### src/rtl/amf_pkg.sv
package amf_pkg;

    // Which rule of the chain produced the output pixel.
    typedef enum logic [2:0] {
        PICK_CENTRE_SM,
        PICK_MED_SM,
        PICK_CENTRE_LG,
        PICK_MED_LG,
        PICK_FALLBACK
    } pick_e;

endpackage

### src/rtl/amf_delay_line.sv
module amf_delay_line #(
    parameter int W     = 8,
    parameter int DEPTH = 3
) (
    input  logic         clk,
    input  logic         rst,
    input  logic [W-1:0] d,
    output logic [W-1:0] q
);

    generate
        if (DEPTH == 0) begin : g_bypass
            assign q = d;
        end else begin : g_shift
            logic [W-1:0] stage [DEPTH];

            always_ff @(posedge clk) begin
                if (rst) begin
                    for (int i = 0; i < DEPTH; i++) stage[i] <= '0;
                end else begin
                    stage[0] <= d;
                    for (int i = 1; i < DEPTH; i++) stage[i] <= stage[i-1];
                end
            end

            assign q = stage[DEPTH-1];
        end
    endgenerate

endmodule

### src/rtl/amf_rule.sv
module amf_rule
    import amf_pkg::*;
#(
    parameter int PIX_W = 8
) (
    input  logic [PIX_W-1:0] centre,
    input  logic [PIX_W-1:0] s_min,
    input  logic [PIX_W-1:0] s_max,
    input  logic [PIX_W-1:0] s_med,
    input  logic [PIX_W-1:0] l_min,
    input  logic [PIX_W-1:0] l_max,
    input  logic [PIX_W-1:0] l_med,
    output pick_e            pick
);

    logic c_in_sm, m_in_sm, c_in_lg, m_in_lg;

    always_comb begin
        c_in_sm = (s_min < centre) && (centre < s_max);
        m_in_sm = (s_min < s_med)  && (s_med  < s_max);
        c_in_lg = (l_min < centre) && (centre < l_max);
        m_in_lg = (l_min < l_med)  && (l_med  < l_max);

        if (c_in_sm)      pick = PICK_CENTRE_SM;
        else if (m_in_sm) pick = PICK_MED_SM;
        else if (c_in_lg) pick = PICK_CENTRE_LG;
        else if (m_in_lg) pick = PICK_MED_LG;
        else              pick = PICK_FALLBACK;
    end

endmodule

### src/rtl/amf_select_stage.sv
module amf_select_stage
    import amf_pkg::*;
#(
    parameter int PIX_W   = 8,
    parameter int LAT_GAP = 3
) (
    input  logic             clk,
    input  logic             rst,
    input  logic             in_valid,
    input  logic [PIX_W-1:0] in_centre,
    input  logic [PIX_W-1:0] sm_min,
    input  logic [PIX_W-1:0] sm_max,
    input  logic [PIX_W-1:0] sm_med,
    input  logic [PIX_W-1:0] lg_min,
    input  logic [PIX_W-1:0] lg_max,
    input  logic [PIX_W-1:0] lg_med,
    output logic             out_valid,
    output logic [PIX_W-1:0] out_pix
);

    localparam int BUNDLE_W = 1 + 4 * PIX_W;

    logic [BUNDLE_W-1:0] bundle_in, bundle_al;
    logic                al_valid;
    logic [PIX_W-1:0]    al_centre, al_min, al_max, al_med;
    pick_e               pick;

    // Small-window results and the centre wait for the large engine.
    assign bundle_in = {in_valid, in_centre, sm_min, sm_max, sm_med};

    amf_delay_line #(
        .W     (BUNDLE_W),
        .DEPTH (LAT_GAP)
    ) u_align (
        .clk (clk),
        .rst (rst),
        .d   (bundle_in),
        .q   (bundle_al)
    );

    assign {al_valid, al_centre, al_min, al_max, al_med} = bundle_al;

    amf_rule #(
        .PIX_W (PIX_W)
    ) u_rule (
        .centre (al_centre),
        .s_min  (al_min),
        .s_max  (al_max),
        .s_med  (al_med),
        .l_min  (lg_min),
        .l_max  (lg_max),
        .l_med  (lg_med),
        .pick   (pick)
    );

    always_ff @(posedge clk) begin
        if (rst) begin
            out_valid <= 1'b0;
            out_pix   <= '0;
        end else begin
            out_valid <= al_valid;
            if (!al_valid) begin
                out_pix <= '0;
            end else begin
                unique case (pick)
                    PICK_CENTRE_SM: out_pix <= al_centre;
                    PICK_MED_SM:    out_pix <= al_med;
                    PICK_CENTRE_LG: out_pix <= al_centre;
                    PICK_MED_LG:    out_pix <= lg_med;
                    PICK_FALLBACK:  out_pix <= lg_med;
                    default:        out_pix <= lg_med;
                endcase
            end
        end
    end

endmodule

### config.mk
export PLATFORM = sky130hd
export DESIGN_NAME = amf_select_stage
export DESIGN_NICKNAME = d
export VERILOG_FILES = /design/src/rtl/amf_pkg.sv /design/src/rtl/amf_delay_line.sv /design/src/rtl/amf_rule.sv /design/src/rtl/amf_select_stage.sv
export SDC_FILE = /design/constraint.sdc
export NUM_CORES = 1
export LEC_CHECK = 0
export ABC_CLOCK_PERIOD_IN_PS = 6400
export BUFFER_PORTS_ARGS = -buffer_cell sky130_fd_sc_hd__buf_2
export CAP_MARGIN = 20
export CORE_MARGIN = 1.5
export CORE_UTILIZATION = 59
export DETAILED_ROUTE_END_ITERATION = 12
export PLACE_DENSITY = 0.83
export SYNTH_ARGS = -nofsm -noshare
export SYNTH_HDL_FRONTEND = slang
export SYNTH_SLANG_ARGS = --single-unit
export TNS_END_PERCENT = 10
### constraint.sdc
create_clock -name clk -period 6.4 [get_ports clk]
set_input_delay 0.32 -clock clk [delete_from_list [all_inputs] [get_ports clk]]
set_output_delay 0.32 -clock clk [all_outputs]
set_load 0.005 [all_outputs]
# Word level (Yosys, flattened, before mapping)
# Memory sizes are Yosys's and may differ from the RTL's.
# Cells that the tools add are included.
[op_classes]
reduce_logical = 7
n_lt_le_gt_ge = 8
muxes = 11
n_bitwise = 4
eq_ne = 2
[ops]
columns = ["op", "count"]
rows = [
  ["33-bit two-way mux", 3],
  ["8-bit < comparator", 8],
  ["8-bit case mux with 2 select lines", 1],
  ["3-bit two-way mux", 4],
  ["1-bit logical AND", 4],
  ["2-bit OR reduction", 2],
  ["3-bit by 1-bit == test with 1-bit output (second input constant)", 1],
  ["3-bit by 2-bit == test with 1-bit output (second input constant)", 1],
  ["3-bit zero test", 1],
  ["1-bit two-way mux", 3],
  ["1-bit bitwise OR", 3],
  ["1-bit inverter", 1],
]
[word_totals]
input_bits = 59
out_inout_bits = 9
reg_bits = 9
ram_bits = 99
mem_count = 1
[mem_list]
columns = ["name", "depth", "word_bits", "read_ports", "rd_ports_with_merged_regs", "write_ports", "line_no", "text"]
rows = [
  ["u_align.g_shift.stage", 3, 33, 3, 0, 3, "amf_delay_line.sv:15", "logic [W-1:0] stage [DEPTH];"],
]

# Depth between registers and ports, before layout
[depth]
ltp_word = 9
mapped_depth = 10
ltp_nobuf = 8

# Hierarchy
# A second synthesis with hierarchy kept.
[unflattened]
hier_cells = 460
hier_area_um2 = 4814.6
[by_module_without_submodules]
columns = ["mod", "cells_each", "area_each_um2", "n_inst"]
rows = [
  ["amf_delay_line", 242, 2922.8, 1],
  ["amf_rule", 169, 1385.1, 1],
  ["amf_select_stage", 49, 506.7, 1],
]

# Worst setup path before layout
# No wires, ideal clock.
[synth_path]
path_kind = "register -> register"
startpoint = "memory u_align.g_shift.stage[0][97] (netlist name)"
endpoint = "register out_pix[1]"
setup_ns = 0.095
stages_incl_launch_ff = 11
path_slack_ns = 4.135
t_required_ns = 6.305
t_arrival_ns = 2.170
cell_sequence = "dfxtp_1 > inv_1 > ha_1 > a211oi_1 > nand3_1 > a221o_1 > or2_1 > buf_6 > and3b_4 > buf_6 > a221oi_1"
[synth_rtl]
columns = ["item", "line_no", "text"]
rows = [
  ["from (decl)", "amf_delay_line.sv:15", ""],
  ["to (signal assigned)", "amf_select_stage.sv:66", "PICK_CENTRE_SM: out_pix <= al_centre;"],
  ["to (signal assigned)", "amf_select_stage.sv:67", "PICK_MED_SM: out_pix <= al_med;"],
  ["to (signal assigned)", "amf_select_stage.sv:68", "PICK_CENTRE_LG: out_pix <= al_centre;"],
  ["to (decl)", "amf_select_stage.sv:18", "output logic [PIX_W-1:0] out_pix"],
]

==> flow_metrics.env <==
export IMPL_yosysTopAreaCellShare_pct=53.2
export IMPL_first_pass_iters=4
export IMPL_synth_warning_count=0
export IMPL_cp_start_kind="register"
export IMPL_criticalPathCategory="register to register"
export IMPL_initial_core_util_pct=60.4
export IMPL_antenna_found_initial=0
export IMPL_core_area_um2=6720
export IMPL_row_count=30
export IMPL_setup_tns_ps=0
export IMPL_fmax_mhz=380
export IMPL_synth_common_cells="108 x dfxtp_1, 102 x nor2b_1, 42 x ha_1"
export IMPL_port_buffer_count=67
export IMPL_slew_viol_final=0
export IMPL_maxCapViolations=0
export IMPL_drc_errors=0
export IMPL_hp_start="in_valid"
export IMPL_totalWireLength_um=6800
export IMPL_die_height_um=86.0
export IMPL_syn_num_nets=484
export IMPL_powerDensity_nw_per_um2=261
export IMPL_drt_iter0_markers=120
export IMPL_dieArea_um2=7390
export IMPL_ys_seq_area_share_pct=53.2
export IMPL_area_growth_pct=14.0
export IMPL_finClkSkew_ps=8.24
export IMPL_synth_area_leaders="dfxtp_1 53%, nor2b_1 16%, ha_1 13%"
export IMPL_synthesis_area_um2=4060
export IMPL_final_seq_area_um2=2160
export IMPL_cts_path_max_buffers=2
export IMPL_htree_levels=3
export IMPL_post_route_period_util_pct=41.1
export IMPL_ys_types=28
export IMPL_fillers=506
export IMPL_cts_root_buf="clkbuf_8"
export IMPL_final_area_um2=4630
export IMPL_hold_class="input pin to register"
export IMPL_final_core_util_pct=68.9
export IMPL_cts_hold_buf=0
export IMPL_synth_edf_count=0
export IMPL_endpoint_kind="register"
export IMPL_whs_path_depth=2
export IMPL_path_clk_slew_ps=110
export IMPL_insertedDiodeCount=0
export IMPL_yosys_register_bits=108
export IMPL_holdPathEnd="u_align.g_shift.stage[0][32]"
export IMPL_final_cells=533
export IMPL_worst_ir_drop_vdd_mv=0.185
export IMPL_path_max_fanout=8
export IMPL_cts_buffers=9
export IMPL_p_leak_nw=2.09
export IMPL_required_ps=6680
export IMPL_placed_cells=517
export IMPL_grt_pass1_wl_um=11200
export IMPL_num_nets_final=549
export IMPL_async_flop_share_pct=0
export IMPL_drive_above_1_share_pct=19.0
export IMPL_avgSynthCellArea_um2=10.6
export IMPL_cts_sinks=108
export IMPL_multiInputGateArea_um2=1690
export IMPL_rsz0062_at_grt="no"
export IMPL_rrSetupSlack_ps=3770
export IMPL_num_vias=2667
export IMPL_grt_max_degree=101
export IMPL_reg2reg_to="out_pix[0]"
export IMPL_die_width_um=86.0
export IMPL_place_congestion=0.858
export IMPL_vias_per_cell=5.00
export IMPL_route_detailed_wl_per_inst_um=12.8
export IMPL_yosysMostFrequentCell="dfxtp_1"
export IMPL_dp_final_hpwl_um=5040
export IMPL_clk_latency_ps=370
export IMPL_gr_total_overflow=0
export IMPL_worstMarginPinSlew_ps=869
export IMPL_synth_flop_cell="dfxtp_1"
export IMPL_cts_tree="done"
export IMPL_hold_viol_final=0
export IMPL_num_io_pins=68
export IMPL_post_cts_setup_buffer_count=0
export IMPL_syn_instance_count=383
export IMPL_cp_arrival_ps=2910
export IMPL_final_antenna_net_count=0
export IMPL_first_global_vias=2552
export IMPL_fin_crit_ps=2630
export IMPL_grt_use_total_pct=19.7
export IMPL_placed_cell_area_um2=4440
export IMPL_slew_headroom_pct=42.1
export IMPL_setup_viol=0
export IMPL_netlist_top_cell_by_area="dfxtp_1"
export IMPL_rr_worst_depth=8
export IMPL_outcome="finished clean"
export IMPL_ctsResizeCount=0
export IMPL_r2r_start="u_align.g_shift.stage[0][97]"
-- report_power, final --
| group | switching [mW] | internal [mW] | leakage (nW) | total, mW |
|---|---|---|---|---|
| Clock | 0.240 | 0.152 | 0.0954 | 0.391 |
| Combinational | 0.0557 | 0.0529 | 1.11 | 0.109 |
| Sequential | 0.00876 | 0.697 | 0.887 | 0.706 |
| Total | 0.304 | 0.902 | 2.09 | 1.21 |
-- metrics by stage --
step	setup slack, ps	hold WS [ps]	power [mW]
6_report	3770	152	1.21
4_1_cts	3810	138	1.22
3_5_place_dp	3870	421	0.830
2_1_floorplan	4130	414	0.799
5_1_grt	3560	144	1.26
3_3_place_gp	3940	416	0.826
-- area by class of cell --
type	count	share of cell area, %
Clock inverter	7	1.46
Inverter	37	3.00
Sequential cell	108	46.7
Timing Repair Buffer	68	7.41
Clock buffer	9	2.68
Tap cell	80	2.16
Multi-Input combinational cell	224	36.6
-- worst max-delay path by stage --
stage / startpoint / end / cells after the start
after floorplan: u_align.g_shift.stage[0][97] / out_pix[1] / 10
after global placement: u_align.g_shift.stage[0][97] / out_pix[4] / 8
after detailed placement: u_align.g_shift.stage[0][97] / out_pix[0] / 8
after CTS: u_align.g_shift.stage[0][97] / out_pix[0] / 8
after global routing: u_align.g_shift.stage[0][97] / out_pix[7] / 8
final: u_align.g_shift.stage[0][97] / out_pix[0] / 8
-- layout by cell type (no fill, tap or decap), drive strengths merged --
master,synthesis,final
dfxtp,108,108
nor2b,102,102
buf,2,68
ha,42,42
inv,37,40
nor2,9,9
o221ai,9,9
clkbuf,12,9
nand4,8,8
a221oi,8,8
a211oi,6,6
a21oi,6,6
a21o,5,5
nand3,5,5
o21ai,4,4
nand2b,3,3
nand2,3,3
clkinv,0,3
o211ai,2,2
o21a,2,2
nor3,2,2
or2,2,2
and4,1,1
a211o,1,1
o31ai,1,1
a221o,1,1
a2111oi,1,1
and3b,1,1
clkinvlp,0,1
-- sequential cells by signal, indices dropped and copies added, names as in the netlist --
name / cells
u_align.g_shift.stage: 99
out_pix: 8
out_valid: 1
-- cells by family after synthesis --
kind of cell | synth area share [%]
AND/OR/NAND/NOR | 20.2
flip-flops | 53.2
buffers and inverters | 5.08
AO/OA/AOI/OAI | 8.53
adder cells (fa/ha/maj) | 12.9
-- worst max-delay path: stages (launching register included) --
cell and delay [ps]:
dfxtp_1 400, inv_1 100, ha_1 320, a211oi_1 250, nand3_1 110, a221o_1 290
o221ai_1 550, o221ai_1 250, a211oi_1 280
-- routing by layer --
metal | vias up | GRT usage, % | share of wire [%]
li1 | 1403 | - | -
met1 | 1170 | 23.8 | 45
met2 | 73 | 32.9 | 48
met3 | 21 | 5.29 | 4.5
met4 | 0 | 8.94 | 2.6
met5 | - | 0 | 0
(Power assumes the default switching activity.)
